[src/rtl/bcls_pkg.sv]
package bcls_pkg;
  localparam int CLS_W = 18;
  typedef logic [CLS_W-1:0] cls_t;

  localparam int B_USER    = 0;
  localparam int B_KERNEL  = 1;
  localparam int B_CALL    = 2;
  localparam int B_RET     = 3;
  localparam int B_SYSCALL = 4;
  localparam int B_SYSRET  = 5;
  localparam int B_SWINT   = 6;
  localparam int B_IRET    = 7;
  localparam int B_COND    = 8;
  localparam int B_JUMP    = 9;
  localparam int B_IRQ     = 10;
  localparam int B_INDCALL = 11;
  localparam int B_ABORT   = 12;
  localparam int B_ZCALL   = 15;
  localparam int B_INDJMP  = 17;

  function automatic cls_t bit_of(input int pos);
    cls_t r;
    r = '0;
    r[pos] = 1'b1;
    return r;
  endfunction

  // Opcode table lookup: at most one class bit, no privilege bits.
  function automatic cls_t decode_op(input logic [7:0] op0, input logic [7:0] op1,
                                     input logic [7:0] modrm, input logic imm_zero);
    cls_t r;
    r = '0;
    if (op0 == 8'h0F) begin
      if (op1 == 8'h05 || op1 == 8'h34)      r = bit_of(B_SYSCALL);
      else if (op1 == 8'h07 || op1 == 8'h35) r = bit_of(B_SYSRET);
      else if (op1[7:4] == 4'h8)             r = bit_of(B_COND);
    end else if (op0[7:4] == 4'h7)            r = bit_of(B_COND);
    else begin
      case (op0)
        8'hE0, 8'hE1, 8'hE2, 8'hE3: r = bit_of(B_COND);
        8'hC2, 8'hC3, 8'hCA, 8'hCB: r = bit_of(B_RET);
        8'hCF:                      r = bit_of(B_IRET);
        8'hCC, 8'hCD, 8'hCE:        r = bit_of(B_SWINT);
        8'hE8:                      r = imm_zero ? bit_of(B_ZCALL) : bit_of(B_CALL);
        8'h9A:                      r = bit_of(B_CALL);
        8'hE9, 8'hEA, 8'hEB:        r = bit_of(B_JUMP);
        8'hFF: begin
          case (modrm[5:3])
            3'd2, 3'd3: r = bit_of(B_INDCALL);
            3'd4, 3'd5: r = bit_of(B_INDJMP);
            default:    r = '0;
          endcase
        end
        default: r = '0;
      endcase
    end
    return r;
  endfunction

  // Priority: zero address, abort, missing bytes, transition inference.
  function automatic cls_t merge_priv(input cls_t raw, input logic from_zero,
                                      input logic to_zero, input logic abort,
                                      input logic bytes_ok, input logic src_k,
                                      input logic dst_k);
    cls_t plm;
    cls_t r;
    plm = dst_k ? bit_of(B_KERNEL) : bit_of(B_USER);
    if (from_zero || to_zero)   r = '0;
    else if (abort)             r = bit_of(B_ABORT) | plm;
    else if (!bytes_ok)         r = '0;
    else begin
      r = raw;
      if (!src_k && dst_k && !raw[B_SYSCALL] && !raw[B_SWINT]) r = bit_of(B_IRQ);
      if (r != '0) r = r | plm;
    end
    return r;
  endfunction
endpackage

[src/rtl/bcls_opcode_dec.sv]
module bcls_opcode_dec
  import bcls_pkg::*;
#(
  parameter int IMM_W = 32
) (
  input  logic [7:0]       op0,
  input  logic [7:0]       op1,
  input  logic [7:0]       modrm,
  input  logic [IMM_W-1:0] imm,
  output cls_t             raw_class
);
  logic imm_zero;
  assign imm_zero  = (imm == '0);
  assign raw_class = decode_op(op0, op1, modrm, imm_zero);

  always_comb begin
    // r10: the table never emits privilege bits and never two classes
    a_r10_raw_single: assert ($countones(raw_class) <= 1 && raw_class[1:0] == 2'b00);
  end
endmodule

[src/rtl/bcls_priv_merge.sv]
module bcls_priv_merge
  import bcls_pkg::*;
(
  input  cls_t raw_class,
  input  logic from_zero,
  input  logic to_zero,
  input  logic abort,
  input  logic bytes_ok,
  input  logic src_kernel,
  input  logic dst_kernel,
  output cls_t final_class
);
  assign final_class = merge_priv(raw_class, from_zero, to_zero, abort,
                                  bytes_ok, src_kernel, dst_kernel);

  always_comb begin
    // r2: a zero address wins over every other input
    a_r2_zero_addr: assert (!(from_zero || to_zero) || final_class == '0);
  end
endmodule

[src/rtl/bcls_pipe_stage.sv]
module bcls_pipe_stage #(
  parameter int W = 8
) (
  input  logic         clk,
  input  logic         rst_n,
  input  logic         up_valid,
  output logic         up_ready,
  input  logic [W-1:0] up_data,
  output logic         dn_valid,
  input  logic         dn_ready,
  output logic [W-1:0] dn_data
);
  logic         vld_q;
  logic [W-1:0] dat_q;
  logic         take;

  assign up_ready = !vld_q || dn_ready;
  assign take     = up_valid && up_ready;

  always_ff @(posedge clk) begin
    if (!rst_n)        vld_q <= 1'b0;
    else if (up_ready) vld_q <= up_valid;
  end

  always_ff @(posedge clk) begin
    if (take) dat_q <= up_data;
  end

  assign dn_valid = vld_q;
  assign dn_data  = dat_q;

  a_r11_hold_stall: assert property (@(posedge clk) disable iff (!rst_n)
    (vld_q && !dn_ready) |=> (vld_q && $stable(dat_q)));
endmodule

[src/rtl/branch_classifier.sv]
module branch_classifier
  import bcls_pkg::*;
#(
  parameter int IMM_W = 32
) (
  input  logic             clk,
  input  logic             rst_n,
  input  logic             in_valid,
  output logic             in_ready,
  input  logic [7:0]       in_opcode0,
  input  logic [7:0]       in_opcode1,
  input  logic [7:0]       in_modrm,
  input  logic [IMM_W-1:0] in_imm,
  input  logic             in_bytes_ok,
  input  logic             in_from_zero,
  input  logic             in_to_zero,
  input  logic             in_src_kernel,
  input  logic             in_dst_kernel,
  input  logic             in_abort,
  output logic             out_valid,
  input  logic             out_ready,
  output logic [17:0]      out_class
);
  localparam int FLAG_W = 6;
  localparam int S1_W   = CLS_W + FLAG_W;

  cls_t            raw_class;
  logic [S1_W-1:0] s1_in, s1_out;
  logic            s1_valid, s1_ready;
  cls_t            merged_class;
  cls_t            s1_raw;
  logic            s1_fz, s1_tz, s1_ab, s1_ok, s1_sk, s1_dk;

  bcls_opcode_dec #(.IMM_W(IMM_W)) u_dec (
    .op0(in_opcode0), .op1(in_opcode1), .modrm(in_modrm), .imm(in_imm),
    .raw_class(raw_class)
  );

  assign s1_in = {raw_class, in_from_zero, in_to_zero, in_abort,
                  in_bytes_ok, in_src_kernel, in_dst_kernel};

  bcls_pipe_stage #(.W(S1_W)) u_st1 (
    .clk(clk), .rst_n(rst_n),
    .up_valid(in_valid), .up_ready(in_ready), .up_data(s1_in),
    .dn_valid(s1_valid), .dn_ready(s1_ready), .dn_data(s1_out)
  );

  assign {s1_raw, s1_fz, s1_tz, s1_ab, s1_ok, s1_sk, s1_dk} = s1_out;

  bcls_priv_merge u_merge (
    .raw_class(s1_raw), .from_zero(s1_fz), .to_zero(s1_tz), .abort(s1_ab),
    .bytes_ok(s1_ok), .src_kernel(s1_sk), .dst_kernel(s1_dk),
    .final_class(merged_class)
  );

  bcls_pipe_stage #(.W(CLS_W)) u_st2 (
    .clk(clk), .rst_n(rst_n),
    .up_valid(s1_valid), .up_ready(s1_ready), .up_data(merged_class),
    .dn_valid(out_valid), .dn_ready(out_ready), .dn_data(out_class)
  );

  // non-empty result carries exactly one target-privilege bit
  a_r10_one_plm: assert property (@(posedge clk) disable iff (!rst_n)
    (out_valid && out_class != '0) |-> $onehot(out_class[1:0]));
  // at most one class bit above the privilege pair
  a_r10_one_class: assert property (@(posedge clk) disable iff (!rst_n)
    out_valid |-> ($countones(out_class[17:2]) <= 1));
  // an inferred irq/trap/fault always lands in the kernel
  a_r9_irq_kernel: assert property (@(posedge clk) disable iff (!rst_n)
    (out_valid && out_class[B_IRQ]) |-> out_class[B_KERNEL]);
  // abort results carry only the abort bit and one privilege bit
  a_r3_abort_shape: assert property (@(posedge clk) disable iff (!rst_n)
    (out_valid && out_class[B_ABORT]) |-> ($countones(out_class) == 2));
  // a stalled output does not move
  a_r11_out_stable: assert property (@(posedge clk) disable iff (!rst_n)
    (out_valid && !out_ready) |=> (out_valid && $stable(out_class)));
endmodule

[config.mk]
export PLATFORM = sky130hd
export DESIGN_NAME = branch_classifier
export DESIGN_NICKNAME = d
export VERILOG_FILES = /design/src/rtl/bcls_pkg.sv /design/src/rtl/bcls_opcode_dec.sv /design/src/rtl/bcls_priv_merge.sv /design/src/rtl/bcls_pipe_stage.sv /design/src/rtl/branch_classifier.sv
export SDC_FILE = /design/constraint.sdc
export NUM_CORES = 1
export LEC_CHECK = 0
export BUFFER_PORTS_ARGS = -buffer_cell sky130_fd_sc_hd__buf_2
export CORE_MARGIN = 5
export CORE_UTILIZATION = 44
export CTS_CLUSTER_DIAMETER = 40
export DETAILED_ROUTE_END_ITERATION = 8
export GPL_TIMING_DRIVEN = 0
export PLACE_DENSITY_LB_ADDON = 0.1
export SLEW_MARGIN = 20
export SYNTH_ARGS = -nofsm -noshare
export SYNTH_HDL_FRONTEND = slang
export SYNTH_SLANG_ARGS = --single-unit
export TNS_END_PERCENT = 50
[constraint.sdc]
create_clock -name clk -period 1.95 [get_ports clk]
set_input_delay 0.0975 -clock clk [delete_from_list [all_inputs] [get_ports clk]]
set_output_delay 0.0975 -clock clk [all_outputs]
set_load 0.1 [all_outputs]
# Word level (Yosys, flattened, before mapping)
# Cells that the tools add are included.
# op_classes
eq_ne	29
muxes	16
bitwise_logic	1
reduce_logical	23
# ops
op	n
two-way mux 18 bit	11
== test 8 bit, second input constant	18
case mux 18 bit (8 select lines)	1
case mux 18 bit (2 select lines)	1
zero test 32 bit	1
bitwise OR 18 bit	1
nonzero test 18 bit	1
== test 8 x 3 -> 1 bit, second input constant	2
== test 8 x 6 -> 1 bit, second input constant	2
two-way mux 16 bit	1
two-way mux 9 bit	1
== test 8 x 4 -> 1 bit, second input constant	1
OR reduction 4 bit	2
== test 3 x 2 -> 1 bit, second input constant	2
== test 3 bit, second input constant	2
OR reduction 3 bit	2
logical AND 1 bit	5
zero test 1 bit	5
logical OR 1 bit	5
== test 4 x 3 -> 1 bit, second input constant	1
== test 4 bit, second input constant	1
OR reduction 2 bit	2
two-way mux 2 bit	1
# totals
register_bits	44
inputBits	66

# Longest topological paths before layout
# depth
depth_word	12
ltp_mapped	4

# Modules after synthesis
# Synthesis repeated with hierarchy kept, for this count alone.
# unflattened
cells_unflattened	151
area_unflattened_um2	2010.7
# by_module_without_submodules
mod	instances	cells_per_inst	area_per_inst_um2
bcls_pipe_stage at u_st1	1	29	778.2
bcls_pipe_stage at u_st2	1	23	598.1
bcls_opcode_dec	1	60	352.8
bcls_priv_merge	1	39	281.5

# Worst setup path after synthesis
# No wires, ideal clock.
# synth_path
kind	reg2reg
start	register u_st2.vld_q (netlist: u_st2.dn_valid)
end	register u_st1.dat_q[0] (netlist: u_st1.dn_data[0]) (enable)
setup_ps	325
arrival_time_ps	2433
t_required_ps	1625
slack_ps	-808
stages_incl_launch_ff	4
path_buffers	0
synth_period_minus_slack_ps	2758
cell_sequence	dfxtp_1 > nor2b_1 > nand2_1 > and2_1
# synth_via
elab_chain_cells	4
# synth_rtl
element	line_no	rtl
start, declared	bcls_pipe_stage.sv:13	logic vld_q;
start signal, assigned	bcls_pipe_stage.sv:22	else if (up_ready) vld_q <= up_valid;
zero test 1 bit	bcls_pipe_stage.sv:17	assign up_ready = !vld_q || dn_ready;
logical OR 1 bit (2 in a row)	bcls_pipe_stage.sv:17	
via in_ready	branch_classifier.sv:9	output logic in_ready,
logical AND 1 bit	bcls_pipe_stage.sv:18	assign take = up_valid && up_ready;
via u_st1.take	bcls_pipe_stage.sv:15	logic take;
end signal, assigned	bcls_pipe_stage.sv:26	if (take) dat_q <= up_data;
end, declared	bcls_pipe_stage.sv:14	logic [W-1:0] dat_q;
# The timed path passes the listed nets, and every way through them passes these cells.
# A chain may end at the register's enable or synchronous reset.

# Worst setup path in the final report
# layout_path
start	register u_st2.vld_q (netlist: u_st2.dn_valid)
end	output in_ready
# layout_via
elab_chain_cells	3
# layout_rtl
element	line_no
zero test 1 bit	bcls_pipe_stage.sv:17
logical OR 1 bit (2 in a row)	bcls_pipe_stage.sv:17
end, declared	branch_classifier.sv:9
# No other way between the ends.

==> impl_metrics.json <==
{
  "ys.flop_type": "edfxtp_1",
  "crit_path_end_kind": "primary output",
  "dieArea_um2": 4810,
  "fillerInstances": 294,
  "status": "finished clean",
  "switching_power_uw": 463,
  "synthDistinctLibCells": 30,
  "drc": 0,
  "antennaDiodeCount": 0,
  "fin_crit_ns": 1.48,
  "htree_num_levels": 2,
  "ys_warn_count": 0,
  "pwr-share-comb_pct": 18.6,
  "leakage_nw": 0.874,
  "die_w_um": 69.4,
  "root_buffer": "clkbuf_4",
  "drive_gt1_share_pct": 45.1,
  "synth_edf_count": 32,
  "gp_congestion": 0.867,
  "arrival_ns": 1.38,
  "path_cells": "nor2b_1 -> nand2_4 -> buf_2",
  "finalMaxSlewViolations": 0,
  "avgSynthCellArea_um2": 12.7,
  "max_cap_viol_count": 0,
  "tightest_slew_ns": 0.660,
  "dieHeight_um": 69.4,
  "final_area_um2": 2160,
  "gr-usage-all-layers_pct": 14.3,
  "synthCells": 122,
  "async_reset_ff_share_pct": 0,
  "io_buffers": 76,
  "tritoncts": "done",
  "clock_sinks": 34,
  "grt_pass1_vias": 1336,
  "final.setup_skew_ns": 0.00954,
  "viasPerCell": 4.84,
  "met3_length_um": 235,
  "period_share_pct": 75.9,
  "max_freq_mhz": 676,
  "final_hold_viol_count": 0,
  "cp_num_buf_inv": 1,
  "fin_cells": 261,
  "placed_area_um2": 2010,
  "drt_iter0_drc": 111,
  "first_pass_iters": 4,
  "coreArea_um2": 3360,
  "hold_class": "in -> reg",
  "num_vias": 1263,
  "crit_fanout": 4,
  "post-place-cells": 246,
  "slowest_stage": "nor2b_1",
  "slowest_delay_ns": 0.35,
  "swShare_pct": 28.0,
  "clkLatencyLatePin_ns": 0.33,
  "nNetsFinal": 280,
  "synthesis.area_um2": 1550,
  "grt_overflow_total": 0,
  "ys_ff_latch": 34,
  "postRouteAntennaNets": 0,
  "wirelength_met1_mm": 1.12,
  "start_kind": "flop",
  "setup-tns-final_ns": 0,
  "clockPowerShare_pct": 30.0,
  "num_rows": 21,
  "wl_per_cell_um": 11.9,
  "grt_max_degree": 18,
  "ioPinCount": 86,
  "critPathKind": "reg -> out",
  "cts_max_path_buffers": 2,
  "antenna_found_initial": 0,
  "powerDensity_nw_per_um2": 765,
  "drt-total-wl_mm": 3.11,
  "final_common_cell": "buf_2",
  "grt_pass1_wl_mm": 5.53,
  "cp_top_family": "simple AND/OR/NAND/NOR gates",
  "relSlewSlack_pct": 55.8,
  "area_growth_pct": 39.4,
  "cts_setup_buffers": 0,
  "post_cts_resized": 0,
  "final_cell_mix": "buf_2, edfxtp_1, nor4_1, and2_1",
  "cp.required_ns": 1.85,
  "internal_power_mw": 1.19,
  "top_layer": "met4",
  "clk_pin_slew_worst_paths_ns": 0.10,
  "finalSetupViolations": 0,
  "cts_buffers": 5,
  "rsz0062_at_grt": "no",
  "initial_core_util_pct": 46.1,
  "dp_hpwl_mm": 2.60,
  "seq_power_share_pct": 51.3,
  "peakVddDrop_v": 0.000313,
  "dr_wl_met2_mm": 1.69,
  "synth_seq_area_share_pct": 64.5
}
## cell type report
type                       instances  area (µm²)  share of cell area [%]
tap                               46        57.6                    2.66
multi-input combinational         84         536                    24.8
clock inverter                     3        45.0                    2.08
sequential                        34        1000                    46.4
buffer                             3        22.5                    1.04
timing repair buffer              83         450                    20.8
clock buffer                       5        37.5                    1.74
inverter                           3        11.3                   0.521
## worst min-delay path, stage by stage
cell and delay, ns:
buf_2 0.09, a21oi_1 0.03, nor2b_1 0.10
## cell families after synthesis
| logic type | count (synthesis) | synth area share [%] |
|---|---|---|
| other | 1 | 0.242 |
| buffers and inverters | 6 | 2.18 |
| and+or+nand+nor | 72 | 29.6 |
| DFF | 34 | 64.5 |
| AOI/OAI and AO/OA | 9 | 3.47 |
## cells in the mapped netlist, drive strengths merged (2+ instances only)
cell type  number  area, µm²
edfxtp         32        961
and2           14       87.6
nor4           14       87.6
nand2           7       26.3
nor2            7       26.3
nand4           6       43.8
nor2b           6       37.5
nor4b           5       62.6
a21oi           4       20.0
nor3            4       25.0
buf             3       22.5
inv             3       11.3
and2b           2       16.3
dfxtp           2       40.0
nand3           2       10.0
## power by group through the flow
stage	logic [mW]	registers, mW	clock network, mW
CTS	0.309	0.850	0.519
detailed placement	0.297	0.867	0
global route	0.327	0.855	0.567
finish	0.308	0.850	0.497
global placement	0.291	0.866	0
floorplan	0.0777	0.990	0
## final timing paths
check	from	to	slack, ns	cells past startpoint
worst max-delay path	u_st2.dn_valid	in_ready	0.47	3
worst min-delay path	in_valid	u_st1.dn_valid	0.02	3
worst max register to register	u_st2.dn_valid	u_st2.dn_data[10]	0.52	2
worst min register to register	u_st1.dn_data[17]	u_st2.dn_data[11]	0.58	1
## registers in the layout (all words and copies together) (netlist names)
signal	flops
u_st1.dn_data	17
u_st1.dn_valid	1
u_st2.dn_data	15
u_st2.dn_valid	1
## through the flow
| step | hold slack (ns) | worst slack [ns] | util (%) | total power [mW] |
|---|---|---|---|---|
| global route | 0.00538 | 0.373 | 64.3 | 1.75 |
| CTS | 0.00132 | 0.169 | 64.2 | 1.68 |
| global placement | 0.275 | 0.233 | 59.7 | 1.16 |
| floorplan | 0.196 | 0.0203 | - | 1.07 |
| detailed placement | 0.276 | 0.194 | 59.7 | 1.16 |
| finish | 0.0214 | 0.471 | 64.3 | 1.65 |
## layer usage
metal	vias up	track usage, %
li1	649	-
met1	569	15.2
met2	38	25.2
met3	7	4.64
met4	0	7.16
met5	-	0
## timing repair
item,in CTS,in global routing
hold buffers,7,0
endpoints found under the setup margin,0,0
hold endpoints to repair,8,0
Power figures use the tool's default switching activity.
